$ cat src/rtl/qenc_pkg.sv
package qenc_pkg;
    localparam int POS_W   = 32;
    localparam int IDX_W   = 16;
    localparam int PLS_W   = 16;
    localparam int FRAME_W = POS_W + IDX_W + PLS_W;
    localparam int SYNC_N  = 3;

    typedef enum logic [1:0] {
        SP_IDLE,
        SP_XFER,
        SP_COMMIT
    } spi_state_e;
endpackage

$ cat src/rtl/qenc_sync.sv
module qenc_sync #(
    parameter int          W       = 6,
    parameter int          STAGES  = 3,
    parameter logic [W-1:0] RST_VAL = '0
) (
    input  logic         clk,
    input  logic         rst,
    input  logic [W-1:0] din,
    output logic [W-1:0] cur,
    output logic [W-1:0] prev
);
    timeunit 1ns; timeprecision 1ps;

    for (genvar i = 0; i < W; i++) begin : g_bit
        logic [STAGES-1:0] sr;
        always_ff @(posedge clk) begin
            if (rst) sr <= {STAGES{RST_VAL[i]}};
            else     sr <= {sr[STAGES-2:0], din[i]};
        end
        assign cur[i]  = sr[STAGES-2];
        assign prev[i] = sr[STAGES-1];
    end
endmodule

$ cat src/rtl/qenc_decoder.sv
module qenc_decoder #(
    parameter int POS_W = qenc_pkg::POS_W,
    parameter int IDX_W = qenc_pkg::IDX_W,
    parameter int PLS_W = qenc_pkg::PLS_W
) (
    input  logic             clk,
    input  logic             rst,
    input  logic             a_cur,
    input  logic             a_prev,
    input  logic             b_cur,
    input  logic             b_prev,
    input  logic             idx_rise,
    input  logic             load,
    input  logic [POS_W-1:0] ld_pos,
    input  logic [IDX_W-1:0] ld_idx,
    input  logic [PLS_W-1:0] ld_pls,
    output logic [POS_W-1:0] pos,
    output logic [IDX_W-1:0] idx_cnt,
    output logic [PLS_W-1:0] pls_cnt,
    output logic             clr_evt
);
    timeunit 1ns; timeprecision 1ps;

    logic step, up;
    assign step    = a_cur ^ a_prev ^ b_cur ^ b_prev;
    assign up      = a_cur ^ b_prev;
    assign clr_evt = idx_rise && !load;

    always_ff @(posedge clk) begin
        if (rst) begin
            pos     <= '0;
            idx_cnt <= '0;
            pls_cnt <= '0;
        end else if (load) begin
            pos     <= ld_pos;
            idx_cnt <= ld_idx;
            pls_cnt <= ld_pls;
        end else begin
            if (step) pos <= up ? pos + POS_W'(1) : pos - POS_W'(1);
            if (idx_rise) begin
                idx_cnt <= idx_cnt + IDX_W'(1);
                pls_cnt <= '0;
            end else if (step) begin
                pls_cnt <= pls_cnt + PLS_W'(1);
            end
        end
    end


    step_moves_chk: assert property (@(posedge clk) disable iff (rst)
        (step && !load) |=> (pos != $past(pos)));

    pos_hold_chk: assert property (@(posedge clk) disable iff (rst)
        (!step && !load) |=> $stable(pos));

    idx_hold_chk: assert property (@(posedge clk) disable iff (rst)
        (!idx_rise && !load) |=> $stable(idx_cnt));

    pls_clear_chk: assert property (@(posedge clk) disable iff (rst)
        (idx_rise && !load) |=> (pls_cnt == '0));
endmodule

$ cat src/rtl/qenc_spi_port.sv
module qenc_spi_port #(
    parameter int FRAME_W = qenc_pkg::FRAME_W
) (
    input  logic               clk,
    input  logic               rst,
    input  logic               sck_cur,
    input  logic               sck_prev,
    input  logic               cs_cur,
    input  logic               cs_prev,
    input  logic               mosi_cur,
    input  logic               load_en,
    input  logic [FRAME_W-1:0] snap,
    output logic               miso,
    output logic               xfer_start,
    output logic               load_stb,
    output logic [FRAME_W-1:0] ld_word
);
    timeunit 1ns; timeprecision 1ps;
    import qenc_pkg::*;

    localparam int CNT_W = $clog2(FRAME_W + 1);
    localparam logic [CNT_W-1:0] FULL = CNT_W'(FRAME_W);

    spi_state_e state, nstate;
    logic [FRAME_W-1:0] sh;
    logic [CNT_W-1:0]   bits;
    logic sck_rise, sck_fall, cs_fall, cs_rise;

    assign sck_rise = sck_cur & ~sck_prev;
    assign sck_fall = ~sck_cur & sck_prev;
    assign cs_fall  = ~cs_cur & cs_prev;
    assign cs_rise  = cs_cur & ~cs_prev;

    assign xfer_start = (state == SP_IDLE) && cs_fall;
    assign load_stb   = (state == SP_COMMIT);
    assign ld_word    = sh;

    always_ff @(posedge clk) begin
        if (rst) state <= SP_IDLE;
        else     state <= nstate;
    end

    always_comb begin
        nstate = state;
        unique case (state)
            SP_IDLE:   if (cs_fall) nstate = SP_XFER;
            SP_XFER:   if (cs_rise) nstate = (load_en && bits == FULL) ? SP_COMMIT : SP_IDLE;
            SP_COMMIT: nstate = SP_IDLE;
            default:   nstate = SP_IDLE;
        endcase
    end

    always_ff @(posedge clk) begin
        if (rst) begin
            sh   <= '0;
            bits <= '0;
            miso <= 1'b0;
        end else begin
            unique case (state)
                SP_IDLE: begin
                    if (cs_fall) begin
                        sh   <= snap;
                        bits <= '0;
                    end
                end
                SP_XFER: begin
                    if (sck_fall) begin
                        miso <= sh[FRAME_W-1];
                        sh   <= {sh[FRAME_W-2:0], 1'b0};
                    end else if (sck_rise) begin
                        sh[0] <= mosi_cur;
                        if (bits != FULL) bits <= bits + CNT_W'(1);
                    end
                end
                default: ;
            endcase
        end
    end


    commit_full_chk: assert property (@(posedge clk) disable iff (rst)
        load_stb |-> (bits == FULL));

    snap_take_chk: assert property (@(posedge clk) disable iff (rst)
        xfer_start |=> (sh == $past(snap)));

    no_load_chk: assert property (@(posedge clk) disable iff (rst)
        (state == SP_XFER && cs_rise && !load_en) |=> (state == SP_IDLE));
endmodule

$ cat src/rtl/qenc_spi_top.sv
module qenc_spi_top #(
    parameter int POS_W  = qenc_pkg::POS_W,
    parameter int IDX_W  = qenc_pkg::IDX_W,
    parameter int PLS_W  = qenc_pkg::PLS_W,
    parameter int SYNC_N = qenc_pkg::SYNC_N
) (
    input  logic clk,
    input  logic rst,
    input  logic enc_a,
    input  logic enc_b,
    input  logic enc_idx,
    input  logic load_en,
    input  logic spi_sck,
    input  logic spi_cs_n,
    input  logic spi_mosi,
    output logic spi_miso,
    output logic irq
);
    timeunit 1ns; timeprecision 1ps;

    localparam int FRAME_W = POS_W + IDX_W + PLS_W;
    localparam int NSIG    = 6;
    // bit order: a, b, idx, sck, cs_n, mosi ; idle levels sck=1, cs_n=1
    localparam logic [NSIG-1:0] IDLE_LVL = 6'b000110;

    logic [NSIG-1:0] s_cur, s_prev;
    logic unused_mosi_prev;
    logic idx_rise, clr_evt, xfer_start, load_stb;
    logic [POS_W-1:0] pos;
    logic [IDX_W-1:0] idx_cnt;
    logic [PLS_W-1:0] pls_cnt;
    logic [FRAME_W-1:0] ld_word;

    qenc_sync #(.W(NSIG), .STAGES(SYNC_N), .RST_VAL(IDLE_LVL)) u_sync (
        .clk (clk),
        .rst (rst),
        .din ({enc_a, enc_b, enc_idx, spi_sck, spi_cs_n, spi_mosi}),
        .cur (s_cur),
        .prev(s_prev)
    );
    assign unused_mosi_prev = s_prev[0];
    assign idx_rise = s_cur[3] & ~s_prev[3];

    qenc_decoder #(.POS_W(POS_W), .IDX_W(IDX_W), .PLS_W(PLS_W)) u_dec (
        .clk     (clk),
        .rst     (rst),
        .a_cur   (s_cur[5]),
        .a_prev  (s_prev[5]),
        .b_cur   (s_cur[4]),
        .b_prev  (s_prev[4]),
        .idx_rise(idx_rise),
        .load    (load_stb),
        .ld_pos  (ld_word[FRAME_W-1 -: POS_W]),
        .ld_idx  (ld_word[PLS_W +: IDX_W]),
        .ld_pls  (ld_word[0 +: PLS_W]),
        .pos     (pos),
        .idx_cnt (idx_cnt),
        .pls_cnt (pls_cnt),
        .clr_evt (clr_evt)
    );

    qenc_spi_port #(.FRAME_W(FRAME_W)) u_spi (
        .clk       (clk),
        .rst       (rst),
        .sck_cur   (s_cur[2]),
        .sck_prev  (s_prev[2]),
        .cs_cur    (s_cur[1]),
        .cs_prev   (s_prev[1]),
        .mosi_cur  (s_cur[0]),
        .load_en   (load_en),
        .snap      ({pos, idx_cnt, pls_cnt}),
        .miso      (spi_miso),
        .xfer_start(xfer_start),
        .load_stb  (load_stb),
        .ld_word   (ld_word)
    );

    always_ff @(posedge clk) begin
        if (rst)             irq <= 1'b0;
        else if (clr_evt)    irq <= 1'b1;
        else if (xfer_start) irq <= 1'b0;
    end


    irq_set_chk: assert property (@(posedge clk) disable iff (rst)
        clr_evt |=> irq);

    irq_clear_chk: assert property (@(posedge clk) disable iff (rst)
        (xfer_start && !clr_evt) |=> !irq);

    reset_out_chk: assert property (@(posedge clk)
        rst |=> (!irq && !spi_miso));
endmodule

$ cat config.mk
export PLATFORM = sky130hd
export DESIGN_NAME = qenc_spi_top
export DESIGN_NICKNAME = d
export VERILOG_FILES = /design/src/rtl/qenc_pkg.sv /design/src/rtl/qenc_sync.sv /design/src/rtl/qenc_decoder.sv /design/src/rtl/qenc_spi_port.sv /design/src/rtl/qenc_spi_top.sv
export SDC_FILE = /design/constraint.sdc
export NUM_CORES = 1
export LEC_CHECK = 0
export ABC_AREA = 1
export ABC_CLOCK_PERIOD_IN_PS = 4300
export BUFFER_PORTS_ARGS = -buffer_cell sky130_fd_sc_hd__buf_4
export CAP_MARGIN = 25
export CORE_UTILIZATION = 50
export CTS_BUF_LIST = sky130_fd_sc_hd__clkbuf_2 sky130_fd_sc_hd__clkbuf_4 sky130_fd_sc_hd__clkbuf_8
export CTS_CLUSTER_SIZE = 20
export DETAILED_ROUTE_END_ITERATION = 12
export GPL_TIMING_DRIVEN = 0
export PLACE_DENSITY = 0.78
export RECOVER_POWER = 25
export SLEW_MARGIN = 20
export SYNTH_ARGS = -nofsm -noshare
export SYNTH_HDL_FRONTEND = slang
export SYNTH_SLANG_ARGS = --single-unit
$ cat constraint.sdc
create_clock -name clk -period 4.3 [get_ports clk]
set_clock_uncertainty 0.1 [all_clocks]
set_input_delay 1.075 -clock clk [delete_from_list [all_inputs] [get_ports clk]]
set_output_delay 1.075 -clock clk [all_outputs]
set_load 0.01 [all_outputs]
==> flow_results.org <==
** Run status
- Outcome :: finished clean

** STA
- Setup repair after global routing left no endpoint under its margin.
- Slew at the pin with the worst max-slew slack :: 0.845 ns
- Setup Total Neg Slack :: 0 ns
- Based on the critical path, the design can be clocked at up to 0.374 GHz.
- The final count of hold timing violations is 0.
- The worst pin sits at a relative slew slack of between 40% and 50%.
- After layout, the minimum clock period comes to around 2.7 ns.
- Setup violations remaining at the end of the flow were counted as 0.
- Of the available clock period, the critical path in the final layout requires 62.2%.
- Count of pins over their slew limit :: 0

** Placed design
- Half-perimeter wire length of the detailed placement result :: about 19 mm
- Routability-driven placement finished with a final weighted congestion of 0.999.
- Buffers on Ports :: 9

** Logic synthesis
- Synthesized-area fraction occupied by ao, oa, aoi and oai cells :: between 20% and 30%
- Number of enable-type register cells in the synthesized netlist :: 0
- Combinational family with the most area after synthesis :: simple AND/OR/NAND/NOR gates
- Multiplexer fraction of the synthesized cell area :: 0%
- Ys flop type :: dfxtp_1
- In the post-synthesis netlist, the cell with the most instances is nand2_1.
- During synthesis, Yosys emitted a total of 0 warnings.
- Simple-gate share of the synthesized area :: 30.4%
- Net Count, Synth :: approximately 1.4k
- After synthesis, the share of flip-flops with an asynchronous set or reset is 0%.
- Synthesis handed over a netlist of roughly 1.4k instances.
- Area share of fa/ha/maj cells after synthesis :: 0.689%
- Area leader, netlist :: dfxtp_1
- In this run, synthesis produced a sequential element count of about 160.
- Average size of a mapped cell :: 6.57 um^2
- Post-synth top area share :: 34.4%
- Leading cell types by total area after synthesis :: dfxtp_1 34%, nand2_1 17%, o21ai_0 6.8%
- Count of unique library cells instantiated by Yosys :: 47
- Most instantiated cells after synthesis :: 400 x nand2_1, 156 x dfxtp_1, 139 x inv_1
- Post-synthesis sequential area ratio :: between 30% and 40%
- After Yosys synthesis, XOR and XNOR cells account for 4.28% of the synthesized area.
- Post-Syn Area :: between 0.009 and 0.01 mm^2

** Finish
- Ratio of cells with drive above 1 in the final layout :: about 9%
- Fill count :: 1774
- Sequential cell area in the final layout :: between 0.003 and 0.004 mm^2
- Core utilization of the finished layout :: a little under three fifths
- Area of the multi-input gates :: 0.00505 mm^2
- 0 antenna diodes ended up in the layout.
- The area growth from synthesis to layout is 7.70%.
- # nets final :: approximately 1.4k

** Critical path
- Standard cell with the maximum stage delay on the critical path :: nor2_1
- Biggest fanout along the worst timing path :: 10
- The worst setup path is captured at a flop.
- Category of the most critical setup path :: reg2reg
- Category of the worst setup path launch point :: flop
- By instance count, the cell type seen most on the critical path is nor2_1.
- Critical Path RT :: about 4.6 ns
- On the worst path, the slowest cell contributes a delay of around 0.40 ns.
- Sequence of cells on the critical path :: inv_1 -> nor2_1 -> nand4_1 -> nand2_1 -> nor2_1 -> nor2_1 -> clkinv_1 -> buf_2 -> clkbuf_1 -> a31oi_1
- Data arrives at the worst endpoint at just under 3 ns.

** Global route
- Number of antenna violations at the first check in global routing :: 0
- Maximum number of pins on one net before global-route repair :: 17
- The first global-routing pass estimated ~42 mm of wire.
- The number of global-route vias before repair was between 8k and 9k.
- Overflow left after global routing :: 0
- In the global route stage, overall resource usage came out at between 20% and 30%.

** Clock tree
- In this run the deepest clock path goes through 2 buffers.
- TritonCTS clock tree :: built
- The tree is rooted in a clkbuf_8.
- At the later pin of the worst-skew pair, clock insertion delay measures roughly 0.47 ns.
- Clock sink total :: 156
- The H-tree generated during clock tree synthesis spans 4 levels.
- Post-CTS setup buffer count :: 0
- CTS Hold Buffers Added :: 0
- Clock edge transition at the registers on the reported setup and hold paths :: roughly 0.08 ns
- Number of buffers created by CTS :: 17
- The number of gates resized after CTS was 0.

** Floorplanning
- For this design the top-level I/O count stands at 11.
- FP Rows :: 48
- For this configuration, the core starts out at a cell density of approximately 52%.
- In this run the standard cell core region covers approximately 0.018 mm^2.
- DIE AREA :: around 0.019 mm^2
- The die is about 140 um tall.
- Die width :: 137 um

** Power
- The internal power of the cells totals 2.79 mW.
- In this run the power spent charging and discharging nets is 2.06 mW.
- Power per Cell Area :: between 400 and 500 mW/mm^2
- The analysis attributes to cell leakage a power of roughly 3.8 nW.
- Worst VDD drop :: approximately 300 uV
- Of the total power, the share spent switching nets is approximately 42%.
- Sequential cells burn 37.5% of the power.
- Combinational cells account for slightly above 40% of the total power.
- Clk pwr share :: a little over a fifth

** Detailed routing
- Antenna-violating nets left :: 0
- The first TritonRoute pass finished after 8 iterations.
- Summing over every cut layer, the via total after detailed routing is 9391.
- Wire length after detailed routing :: around 26 mm
- Number of DRC violations after detailed-routing iteration 0 :: a little over 900
- Routed WL per cell :: around 16 um
- Avg Vias per Cell :: around 5.7
- For this run, design rule violations remaining after detail routing come to 0.

** Job
- Across the run, the number of max-cap violations was 0.

** Worst hold path
- Worst hold path type :: reg2reg
[critical path, delay by kind of cell, from the launching register on]
kind | cells | cell delay [ns]
flip-flops | 1 | 0.33
AND/OR/NAND/NOR | 5 | 0.91
AO/OA/AOI/OAI | 1 | 0.23
buffers and inverters | 4 | 1.03
[layout make-up]
| cell class | count | area share, % |
|---|---|---|
| Inverter | 158 | 6.06 |
| Multi-Input combinational cell | 999 | 51.6 |
| Timing Repair Buffer | 9 | 0.614 |
| Clock buffer | 22 | 2.97 |
| Tap cell | 225 | 2.88 |
| Sequential cell | 156 | 31.9 |
| Buffer | 70 | 3.25 |
| Clock inverter | 8 | 0.704 |
[registers in the layout, indices dropped and copies added (netlist names)]
signal and flops:
irq 1, u_dec.idx_cnt 16, u_dec.pls_cnt 16, u_dec.pos 32
u_spi.bits 7, u_spi.ld_word 64, u_spi.miso 1, u_spi.state 2
u_sync.g_bit.sr 17
[kinds of logic (layout without fill, tap and decap cells)]
family | after synthesis | in the layout
AND/OR/NAND/NOR | 642 | 642
XOR/XNOR | 41 | 41
AO/OA/AOI/OAI | 311 | 311
buffers and inverters | 228 | 267
adder cells (fa/ha/maj) | 5 | 5
flip-flops | 156 | 156
[power by group through the flow]
stage | clock network (mW) | logic, mW | registers [mW]
2_1_floorplan | 0 | 1.47 | 1.79
3_3_place_gp | 0 | 1.90 | 1.84
3_5_place_dp | 0 | 1.93 | 1.84
4_1_cts | 1.06 | 1.94 | 1.81
5_1_grt | 1.12 | 2.20 | 1.84
6_report | 1.05 | 1.98 | 1.82
[through the flow]
step	instance area (um^2)	power [mW]	hold WS, ns	setup slack [ns]	cells
2_1_floorplan	9080	3.26	0.288	2.15	1383
3_3_place_gp	9430	3.74	0.291	1.69	1617
3_5_place_dp	9430	3.77	0.296	1.64	1617
4_1_cts	9790	4.81	0.311	1.62	1647
5_1_grt	9780	5.16	0.329	1.39	1647
6_report	9780	4.85	0.309	1.62	1647
[metal layers]
layer,GRT usage (%),vias to the layer above,wire length (um)
met5,0,-,0
met4,10.3,0,605
met3,5.52,52,2060
met2,45.6,364,11800
met1,39.6,4361,11900
li1,-,4614,-
[path summary, 6_finish.rpt]
path / startpoint / end / slack (ns) / cells after the start
max: u_spi.state[0] / u_spi.ld_word[48] / 1.62 / 10
min: u_sync.g_bit[5].sr[0] / u_sync.g_bit[5].sr[1] / 0.31 / 2
max reg2reg: u_spi.state[0] / u_spi.ld_word[48] / 1.62 / 10
min reg2reg: u_sync.g_bit[5].sr[0] / u_sync.g_bit[5].sr[1] / 0.31 / 2
[cell usage in the layout (no fill, tap or decap), types with 25 or more instances in the layout]
master,Yosys,routed
nand3_1,79,79
clkbuf_1,52,56
inv_1,139,139
a21oi_1,53,53
o21ai_0,123,123
nand2_2,25,25
a31oi_1,88,88
xor2_1,32,32
nor2_1,86,86
dfxtp_1,156,156
nand2_1,400,400
Note: power is estimated with default switching activity, not from simulation.
